## src/rtl/irq_rank_pkg.sv

```systemverilog
// Package: shared widths and types for the rotating priority resolver.
// Assumes the line count is a power of two so that offset arithmetic wraps.
package irq_rank_pkg;

    localparam int NUM_LINES = 8;
    localparam int LINE_W    = $clog2(NUM_LINES);
    localparam int RANK_W    = LINE_W + 1;

    // Command codes, value fixed by the command field encoding
    typedef enum logic [2:0] {
        CODE_ROT_OFF   = 3'd0,
        CODE_EOI_ANY   = 3'd1,
        CODE_NOP       = 3'd2,
        CODE_EOI_LINE  = 3'd3,
        CODE_ROT_ON    = 3'd4,
        CODE_EOI_ANY_R = 3'd5,
        CODE_SET_OFF   = 3'd6,
        CODE_EOI_LINE_R= 3'd7
    } cmd_code_e;

    // Decoded actions of one command
    typedef struct packed {
        logic clr_best;   // retire best-ranked in-service line
        logic clr_named;  // retire the named line
        logic rotate;     // move offset past the retired line
        logic set_off;    // move offset past the named line
        logic set_rot;    // update the rotate-on-auto flag
        logic rot_val;    // value for the rotate-on-auto flag
    } cmd_act_t;

endpackage

```

## src/rtl/irq_rank_finder.sv

```systemverilog
// Module: irq_rank_finder
// Finds the rank of the first set bit in a vector, scanning upward from
// a start offset with wrap-around. Rank 0 is the line at the offset;
// rank N means the vector is empty. Assumes N is a power of two.
module irq_rank_finder #(
    parameter int N  = 8,
    localparam int LW = $clog2(N),
    localparam int RW = LW + 1
) (
    input  logic [N-1:0]  vec_i,
    input  logic [LW-1:0] offset_i,
    output logic [RW-1:0] rank_o
);

    logic [N-1:0] rot;

    // Rotate so that bit k holds the line of rank k
    always_comb begin
        for (int k = 0; k < N; k++) begin
            rot[k] = vec_i[LW'(k) + offset_i];
        end
    end

    // Lowest set bit of the rotated vector gives the rank
    always_comb begin
        rank_o = RW'(N);
        for (int k = N - 1; k >= 0; k--) begin
            if (rot[k]) rank_o = RW'(k);
        end
    end

endmodule

```

## src/rtl/irq_cmd_decode.sv

```systemverilog
// Module: irq_cmd_decode
// Turns a command code into the individual state actions. Pure
// combinational; actions are zero when the strobe is low.
module irq_cmd_decode
    import irq_rank_pkg::*;
(
    input  logic       valid_i,
    input  logic [2:0] code_i,
    output cmd_act_t   act_o
);

    // Map each code onto its set of actions
    always_comb begin
        act_o = '0;
        if (valid_i) begin
            unique case (cmd_code_e'(code_i))
                CODE_ROT_OFF:    begin act_o.set_rot = 1'b1; act_o.rot_val = 1'b0; end
                CODE_ROT_ON:     begin act_o.set_rot = 1'b1; act_o.rot_val = 1'b1; end
                CODE_EOI_ANY:    act_o.clr_best = 1'b1;
                CODE_EOI_ANY_R:  begin act_o.clr_best = 1'b1; act_o.rotate = 1'b1; end
                CODE_EOI_LINE:   act_o.clr_named = 1'b1;
                CODE_EOI_LINE_R: begin act_o.clr_named = 1'b1; act_o.rotate = 1'b1; end
                CODE_SET_OFF:    act_o.set_off = 1'b1;
                CODE_NOP:        act_o = '0;
                default:         act_o = '0;
            endcase
        end
    end

endmodule

```

## src/rtl/irq_rank_core.sv

```systemverilog
// Module: irq_rank_core
// Priority and in-service core of an interrupt controller. Holds the
// in-service vector, the rotation offset and the rotate-on-auto flag,
// raises a request when the best pending line strictly outranks all
// in-service lines, and updates state on acknowledge and commands.
// Assumes pend_i and mask_i are held by the surrounding logic, and that
// nested_i is driven high only on a master instance.
module irq_rank_core
    import irq_rank_pkg::*;
#(
    parameter int CASCADE_LINE = 2
) (
    input  logic                 clk,
    input  logic                 rst_n,
    input  logic [NUM_LINES-1:0] pend_i,
    input  logic [NUM_LINES-1:0] mask_i,
    input  logic                 ack_i,
    input  logic                 cmd_valid_i,
    input  logic [2:0]           cmd_code_i,
    input  logic [LINE_W-1:0]    cmd_line_i,
    input  logic                 aeoi_i,
    input  logic                 nested_i,
    output logic                 irq_o,
    output logic [LINE_W-1:0]    win_line_o,
    output logic [NUM_LINES-1:0] isr_o
);

    localparam logic [NUM_LINES-1:0] CASCADE_BIT = NUM_LINES'(1) << CASCADE_LINE;

    logic [NUM_LINES-1:0] isr_q, isr_n;
    logic [LINE_W-1:0]    off_q, off_n;
    logic                 rot_q, rot_n;

    logic [NUM_LINES-1:0] req_vec, cur_vec;
    logic [RANK_W-1:0]    req_rank, cur_rank, all_rank;
    logic [LINE_W-1:0]    best_isr_line;
    logic                 best_isr_hit;
    cmd_act_t             act;

    // Candidates are unmasked pending lines
    assign req_vec = pend_i & ~mask_i;
    // In-service bits that set the bar, cascade left out in nested mode
    assign cur_vec = nested_i ? (isr_q & ~CASCADE_BIT) : isr_q;

    irq_rank_finder #(.N(NUM_LINES)) u_req_rank (
        .vec_i(req_vec), .offset_i(off_q), .rank_o(req_rank)
    );
    irq_rank_finder #(.N(NUM_LINES)) u_cur_rank (
        .vec_i(cur_vec), .offset_i(off_q), .rank_o(cur_rank)
    );
    irq_rank_finder #(.N(NUM_LINES)) u_all_rank (
        .vec_i(isr_q), .offset_i(off_q), .rank_o(all_rank)
    );

    irq_cmd_decode u_decode (
        .valid_i(cmd_valid_i), .code_i(cmd_code_i), .act_o(act)
    );

    // Request only when a candidate strictly outranks in-service lines
    assign irq_o         = !req_rank[RANK_W-1] && (req_rank < cur_rank);
    assign win_line_o    = req_rank[LINE_W-1:0] + off_q;
    assign best_isr_hit  = !all_rank[RANK_W-1];
    assign best_isr_line = all_rank[LINE_W-1:0] + off_q;
    assign isr_o         = isr_q;

    // Next-state selection: a command takes precedence over acknowledge
    always_comb begin
        isr_n = isr_q;
        off_n = off_q;
        rot_n = rot_q;
        if (cmd_valid_i) begin
            if (act.set_rot) rot_n = act.rot_val;
            if (act.clr_best && best_isr_hit) begin
                isr_n[best_isr_line] = 1'b0;
                if (act.rotate) off_n = best_isr_line + LINE_W'(1);
            end
            if (act.clr_named) begin
                isr_n[cmd_line_i] = 1'b0;
                if (act.rotate) off_n = cmd_line_i + LINE_W'(1);
            end
            if (act.set_off) off_n = cmd_line_i + LINE_W'(1);
        end else if (ack_i && irq_o) begin
            if (aeoi_i) begin
                if (rot_q) off_n = win_line_o + LINE_W'(1);
            end else begin
                isr_n[win_line_o] = 1'b1;
            end
        end
    end

    // State registers with synchronous active-low reset
    always_ff @(posedge clk) begin
        if (!rst_n) begin
            isr_q <= '0;
            off_q <= '0;
            rot_q <= 1'b0;
        end else begin
            isr_q <= isr_n;
            off_q <= off_n;
            rot_q <= rot_n;
        end
    end

    // Assertions guarding the state updates
    AST_WIN_IS_LIVE: assert property (@(posedge clk) disable iff (!rst_n)
        irq_o |-> (pend_i[win_line_o] && !mask_i[win_line_o]));
    AST_WIN_NOT_IN_SERVICE: assert property (@(posedge clk) disable iff (!rst_n)
        (irq_o && !nested_i) |-> !isr_o[win_line_o]);
    AST_ACK_ENTERS_SERVICE: assert property (@(posedge clk) disable iff (!rst_n)
        (ack_i && irq_o && !cmd_valid_i && !aeoi_i) |=> isr_o[$past(win_line_o)]);
    AST_AUTO_KEEPS_ISR: assert property (@(posedge clk) disable iff (!rst_n)
        (ack_i && !cmd_valid_i && aeoi_i) |=> $stable(isr_o));
    AST_EOI_EMPTY_IDLE: assert property (@(posedge clk) disable iff (!rst_n)
        (cmd_valid_i && (cmd_code_i == 3'd1 || cmd_code_i == 3'd5) && isr_o == '0)
        |=> (isr_o == '0 && $stable(off_q)));
    AST_NAMED_CLEARED: assert property (@(posedge clk) disable iff (!rst_n)
        (cmd_valid_i && (cmd_code_i == 3'd3 || cmd_code_i == 3'd7))
        |=> !isr_o[$past(cmd_line_i)]);
    AST_NOP_IDLE: assert property (@(posedge clk) disable iff (!rst_n)
        (cmd_valid_i && cmd_code_i == 3'd2) |=> ($stable(isr_o) && $stable(off_q)));

endmodule

```

## config.mk

```make
export PLATFORM = sky130hd
export DESIGN_NAME = irq_rank_core
export DESIGN_NICKNAME = d
export VERILOG_FILES = /design/src/rtl/irq_rank_pkg.sv /design/src/rtl/irq_rank_finder.sv /design/src/rtl/irq_cmd_decode.sv /design/src/rtl/irq_rank_core.sv
export SDC_FILE = /design/constraint.sdc
export NUM_CORES = 1
export LEC_CHECK = 0
export ABC_AREA = 1
export BUFFER_PORTS_ARGS = -buffer_cell sky130_fd_sc_hd__buf_2
export CAP_MARGIN = 5
export CORE_ASPECT_RATIO = 0.9
export CORE_MARGIN = 2
export CORE_UTILIZATION = 50
export DETAILED_ROUTE_END_ITERATION = 10
export HOLD_SLACK_MARGIN = 0.02
export PLACE_DENSITY = 0.82
export SLEW_MARGIN = 20
export SYNTH_ARGS = -nofsm -noshare
export SYNTH_HDL_FRONTEND = slang
export SYNTH_HIERARCHICAL = 1
export SYNTH_SLANG_ARGS = --single-unit
```

## constraint.sdc

```tcl
create_clock -name clk -period 6.4 [get_ports clk]
set_input_delay 0.64 -clock clk [delete_from_list [all_inputs] [get_ports clk]]
set_output_delay 0.64 -clock clk [all_outputs]
set_load 0.02 [all_outputs]
```

==> impl_metrics.tcl, run 1 <==
set metrics [dict create \
    die_h_um 75.27 \
    clockBufferDepth 2 \
    cts_tree "yes" \
    viasPerCell 5.276 \
    synth_area_leader_cell "nand2_1" \
    synthFlopType "dfxtp_1" \
    yosysUniqueCellTypes 34 \
    clock_latency_ps 250 \
    synth_fp_nets 596 \
    layout.nets 629 \
    die_area_um2 6261 \
    leakage_nw 1.731 \
    period_share 0.6889 \
    arrival_ps 3770 \
    seqCellArea_um2 240.2 \
    portBuffers 39 \
    finalSetupTns_ps 0 \
    ant_nets 0 \
    maxSlewViolCount 0 \
    routedWlPerCell_um 11.21 \
    cts_root_buf "clkbuf_8" \
    synth-edff-count 0 \
    post_cts_resize_count 0 \
    antenna_found_initial 0 \
    rsz0062_at_grt "false" \
    syn2layout_area_growth_pct 8.780 \
    r2r_cells 21 \
    syn_area_um2 2821 \
    grt_usage 0.2471 \
    drtIter0Drc 303 \
    numCtsBuffers 3 \
    holdBufCountCts 0 \
    synth_top_cell_area_share 0.2953 \
    overflow 0 \
    multi_input_area_um2 2168 \
    hold_ws_ps 469.5 \
    grt_pass1_vias 3019 \
    tightestPinTransition_ps 956.4 \
    drive_gt1_frac 0.1284 \
    ys_warn_count 6 \
    finalHoldViolCount 0 \
    final_cell_mix "nand2_1 (222), nand3_1 (92), inv_1 (75)" \
    hold_class "reg2reg" \
    pre_cts_ws_ps 2311 \
    dr.pass1.iters 5 \
    clock_skew_ps 6.598 \
    fin_crit_ps 4409 \
    cts_setup_buffers 0 \
    h-tree-depth 1 \
    dp_hpwl_um 5970 \
    slew_headroom 0.3615 \
    die_w_um 83.18 \
    path_max_fanout 24 \
    maxCapViolCount 0 \
    status "complete, no violations" \
    n_fill_cell 536 \
    drcViolationCount 0 \
    placed_cell_area_um2 3014 \
    final_common_cell "nand2_1" \
    p_per_area_nw_per_um2 418.0 \
    vias 3435 \
    synthCells 552 \
    max_freq_mhz 226.8 \
    async_reset_ff_frac 0 \
    gp_congestion 0.9058 \
    holdPathStages 2 \
    syn_avg_cell_area_um2 5.111 \
    grt_pass1_wl_um 12980 \
    netlist_top_cells_area "nand2_1 (30%), nand3_1 (16%), inv_1 (10%)" \
    synth_seq_cells 12 \
    finalInstanceArea_um2 3069 \
    required_ps 5760 \
    finalSetupViolCount 0 \
    ioPinCount 40 \
    start_util 0.5275 \
    cp-start-kind "flip-flop" \
    coreArea_um2 5349 \
    seq_area_frac_synth 0.08514 \
    wirelength_um 7295 \
    cp-end-kind "output pin" \
    clock_sinks 12 \
    peakVddDrop_uv 325.2 \
    n_antenna_cell 0 \
    critPathKind "reg2out" \
    setup_slack_ps 1991 \
    final_util 0.5738 \
    rows 25 \
    clkSlewWorstSetupHoldPaths_ps 60 \
    grt_max_degree 25 \
]
==> critical path: stages (launching register included) <==
cell and delay, ps:
dfxtp_1 870, inv_1 240, ha_1 420, inv_1 100
nand3_1 110, nand3_1 100, nand2_1 80, nand2_1 50
nand2_1 50, nand2_1 40, nand2_1 50, nand2_1 50
a21oi_2 170, ha_1 160, inv_1 40, fa_1 410
inv_1 90, nand3_2 140, nand2_4 130, inv_1 60
buf_2 150
==> final timing paths <==
path,endpoint,start,slack (ps)
worst max-delay path,win_line_o[2],off_q[1]$_SDFFE_PN0P_,1990
worst min-delay path,rot_q$_SDFFE_PN0P_,rot_q$_SDFFE_PN0P_,470
worst max register to register,off_q[1]$_SDFFE_PN0P_,off_q[1]$_SDFFE_PN0P_,2300
worst min register to register,rot_q$_SDFFE_PN0P_,rot_q$_SDFFE_PN0P_,470
==> cells in the mapped netlist (2+ instances only) <==
master / instances
nand4_1: 4
fa_1: 2
inv_4: 3
a21oi_1: 15
nor3_2: 3
inv_2: 4
a21oi_2: 6
inv_1: 75
a31oi_1: 4
nand2_2: 5
a21boi_1: 3
o21ai_0: 5
nor2_1: 45
nor2_2: 2
buf_4: 10
nand3_1: 92
nand2_1: 222
xor2_1: 4
ha_1: 14
nand2_4: 2
xnor2_1: 3
o21ai_1: 6
dfxtp_1: 12
==> power by group <==
part           internal [mW]  switching [mW]  total [mW]
clock network         0.0544          0.0295      0.0839
logic                  0.373           0.695        1.07
registers             0.0888          0.0431       0.132
total                  0.516           0.767        1.28
==> sequential cells by signal, indices dropped and copies added, names as in the netlist, named ones only <==
signal	flops
rot_q	1
off_q	2
isr_o	8
==> area by class of cell <==
cell class | instances | area share
clock buffers | 4 | 0.01794
well taps | 67 | 0.02731
flip-flops and latches | 12 | 0.07827
multi-input cells | 445 | 0.7065
repair buffers | 40 | 0.06604
inverters | 83 | 0.1040
==> stage by stage <==
step / cells / power, mW
6_report: 651 / 1.283
5_1_grt: 651 / 1.452
4_1_cts: 651 / 1.278
3_5_place_dp: 647 / 1.188
3_3_place_gp: 647 / 1.149
2_1_floorplan: 552 / 0.9708
==> per-layer routing <==
layer / part of all wire / wire length (µm) / track usage
met2: 0.44 / 3215 / 0.4256
met5: 0 / 0 / 0
met1: 0.48 / 3473 / 0.3340
met4: 0.018 / 134 / 0.07286
met3: 0.065 / 471 / 0.02412
==> logic make-up after synthesis <==
family | Yosys count | synth area share
AOI/OAI and AO/OA | 42 | 0.09313
xor gates and xnor gates | 7 | 0.02173
adders and majority gates | 16 | 0.07628
buffers and inverters | 95 | 0.1463
DFF | 12 | 0.08514
and+or+nand+nor | 380 | 0.5774
Note: power is estimated with default switching activity, not from simulation.
==> inputs of run 2 (changes only) <==
--- a/config.mk
+++ b/config.mk
@@ -5,7 +5,7 @@
 export SDC_FILE = /design/constraint.sdc
 export NUM_CORES = 1
 export LEC_CHECK = 0
-export ABC_AREA = 1
+export ABC_AREA = 0
 export BUFFER_PORTS_ARGS = -buffer_cell sky130_fd_sc_hd__buf_2
 export CAP_MARGIN = 5
 export CORE_ASPECT_RATIO = 0.9
@@ -13,7 +13,7 @@
 export CORE_UTILIZATION = 50
 export DETAILED_ROUTE_END_ITERATION = 10
 export HOLD_SLACK_MARGIN = 0.02
-export PLACE_DENSITY = 0.82
+export PLACE_DENSITY = 0.84
 export SLEW_MARGIN = 20
 export SYNTH_ARGS = -nofsm -noshare
 export SYNTH_HDL_FRONTEND = slang
==> constraint.sdc (replaced) <==
create_clock -name clk -period 3.57 [get_ports clk]
set_input_delay 0.357 -clock clk [delete_from_list [all_inputs] [get_ports clk]]
set_output_delay 0.357 -clock clk [all_outputs]
set_load 0.02 [all_outputs]
==> impl_metrics.tcl, run 2 <==
set metrics [dict create \
    status "complete, but fails checks" \
    violations "setup timing" \
    h-tree-depth 1 \
    cts_root_buf "clkbuf_8" \
    grt_usage 0.2892 \
    peakVddDrop_uv 461.3 \
    synth_most_common_cell "mux2_2" \
    path_max_fanout 8 \
    drive_gt1_frac 0.5906 \
    overflow 0 \
    synth_top_family_by_area "multiplexers" \
    synth_compound_area_frac 0.1553 \
    cts_tree "yes" \
    syn_avg_cell_area_um2 9.619 \
    synthSimpleGateAreaFrac 0.1477 \
    setup_slack_ps -345.6 \
    synthXorXnorAreaFrac 0.03684 \
    portBuffers 39 \
    hold_ws_ps 388.6 \
    gp_congestion 0.8879 \
    antenna_found_initial 0 \
    slowest_delay_ps 510 \
    n_antenna_cell 0 \
    finalSetupTns_ps -3586 \
    coreArea_um2 6516 \
    die_h_um 81.40 \
    syn2layout_area_growth_pct 38.91 \
    syn_area_um2 3328 \
    ys_warn_count 6 \
    arrival_ps 4070 \
    critPathKind "reg2reg" \
    yosysUniqueCellTypes 62 \
    p_per_area_nw_per_um2 774.6 \
    rsz0062_at_grt "true" \
    fin_crit_ps 3916 \
    yosys-top-cells-count "mux2_2 (39), mux2i_1 (30), inv_1 (26)" \
    tightestPinTransition_ps 589.1 \
    synth_area_leader_cell "mux4_1" \
    largest_reg_flops 8 \
    clkSlewWorstSetupHoldPaths_ps 50 \
    wirelength_um 11300 \
    r2r_cells 16 \
    finalSetupViolCount 14 \
    maxSlewViolCount 0 \
    synthAdderAreaFrac 0.06466 \
    ioPinCount 40 \
    synth_fp_nets 390 \
    vias 3495 \
    slowest_stage "mux4_2" \
    required_ps 3720 \
    period_share 1.097 \
    synth_seq_cells 12 \
    start_util 0.5108 \
    maxCapViolCount 0 \
    rows 28 \
    grt_pass1_vias 3448 \
    netlist_top_cells_area "mux4_1 (14%), mux2_2 (13%), mux2i_1 (9.0%)" \
    final_util 0.7095 \
    cp-end-kind "flip-flop" \
    cp-start-kind "flip-flop" \
    final_cell_mix "buf_4 (64), buf_2 (36), mux2i_1 (29)" \
    drtIter0Drc 298 \
    synth-edff-count 0 \
    grt_pass1_wl_um 17120 \
    clock_sinks 12 \
    leakage_nw 1.883 \
    numCtsBuffers 3 \
    async_reset_ff_frac 0 \
    dr.pass1.iters 5 \
    synthFlopType "dfxtp_1" \
    path_cells "inv_2 -> ha_4 -> buf_6 -> mux2_4 -> mux4_2 -> nor2_4 -> nand2_1 -> a32o_2 -> inv_2 -> ha_4 -> a21oi_4 -> o21ai_4 -> a2111oi_4 -> buf_6 -> o2111ai_1 -> a221oi_2" \
    holdPathStages 3 \
    finalHoldViolCount 0 \
    drcViolationCount 0 \
    grt_max_degree 28 \
    power_mw 3.581 \
    max_freq_mhz 255.4 \
    clockBufferDepth 2 \
    synthCells 346 \
    dp_hpwl_um 7248 \
    clock_latency_ps 250 \
    clock_skew_ps 1.558 \
    final_common_cell "buf_4" \
    synth.area.mux_share 0.4286 \
    ant_nets 0 \
    die_w_um 90 \
    die_area_um2 7326 \
    slew_headroom 0.6073 \
    synth_top_cell_area_share 0.1421 \
    layout.nets 492 \
    hold_class "in2reg" \
    routedWlPerCell_um 21.04 \
    seq_area_frac_synth 0.07218 \
    viasPerCell 6.508 \
]
-- run 2: changes by cell type after synthesis, sizes merged, moves of 10 or more --
cell and change:
nor2b +16, mux4 +24, mux2i +30, nor2 -27, nand2 -210, mux2 +45, nand3 -88, inv -53
a21oi -10
-- run 2: per-layer routing --
| layer | GRT usage | vias to the layer above | part of all wire |
|---|---|---|---|
| met1 | 0.3514 | 1704 | 0.40 |
| met3 | 0.01763 | 48 | 0.056 |
| met4 | 0.1277 | 0 | 0.036 |
| met2 | 0.5376 | 198 | 0.51 |
| met5 | 0 | - | 0 |
| li1 | - | 1545 | - |
-- run 2: path summary, 6_finish.rpt --
kind	slack (ps)	endpoint	from
worst max-delay path	-350	isr_o[5]$_SDFFE_PN0P_	off_q[1]$_SDFFE_PN0P_
worst min-delay path	390	off_q[1]$_SDFFE_PN0P_	rst_n
worst min register to register	520	rot_q$_SDFFE_PN0P_	rot_q$_SDFFE_PN0P_
worst max register to register	-350	isr_o[5]$_SDFFE_PN0P_	off_q[1]$_SDFFE_PN0P_
-- run 2: timing repair --
| item | CTS | global route |
|---|---|---|
| setup endpoints to repair | 14 | 14 |
| hold buffers | 0 | 0 |
| buffers inserted | 18 | 3 |
| resized for setup | 66 | 24 |
| pin swaps | 30 | 9 |
-- run 2: cells by family after synthesis --
logic type	after synthesis
mux	99
fa+ha+maj	16
flops	12
compound gates	67
simple gates	87
xor+xnor	14
buf+inv	51
-- run 2: stage by stage --
step / cells / cell area, µm² / worst slack (ps)
finish: 537 / 4623 / -345.6
global placement: 512 / 4021 / -65.98
floorplan: 346 / 3480 / -269.3
global route: 537 / 4623 / -447.8
detailed placement: 512 / 4021 / -237.3
CTS: 534 / 4464 / -181.7
-- run 2: worst max-delay path: cells and delay by family (launching register included) --
family                   cells  cell delay (ps)
flip-flops                   1              380
multiplexers                 2              830
AND/OR/NAND/NOR              2              250
AO/OA/AOI/OAI                6             1350
adder cells (fa/ha/maj)      2              530
buffers and inverters        4              480
-- run 2: where the power goes --
| group | internal (mW) | switching (mW) |
|---|---|---|
| clock network | 0.0978 | 0.0543 |
| logic | 1.61 | 1.60 |
| registers | 0.160 | 0.0612 |
-- run 2: final cells by class --
class	instances	area, µm²
inverters	30	122.6
multi-input cells	283	3196
repair buffers	118	889.6
well taps	90	112.6
clock buffers	4	55.05
flip-flops and latches	12	247.7
fillers	417	1893
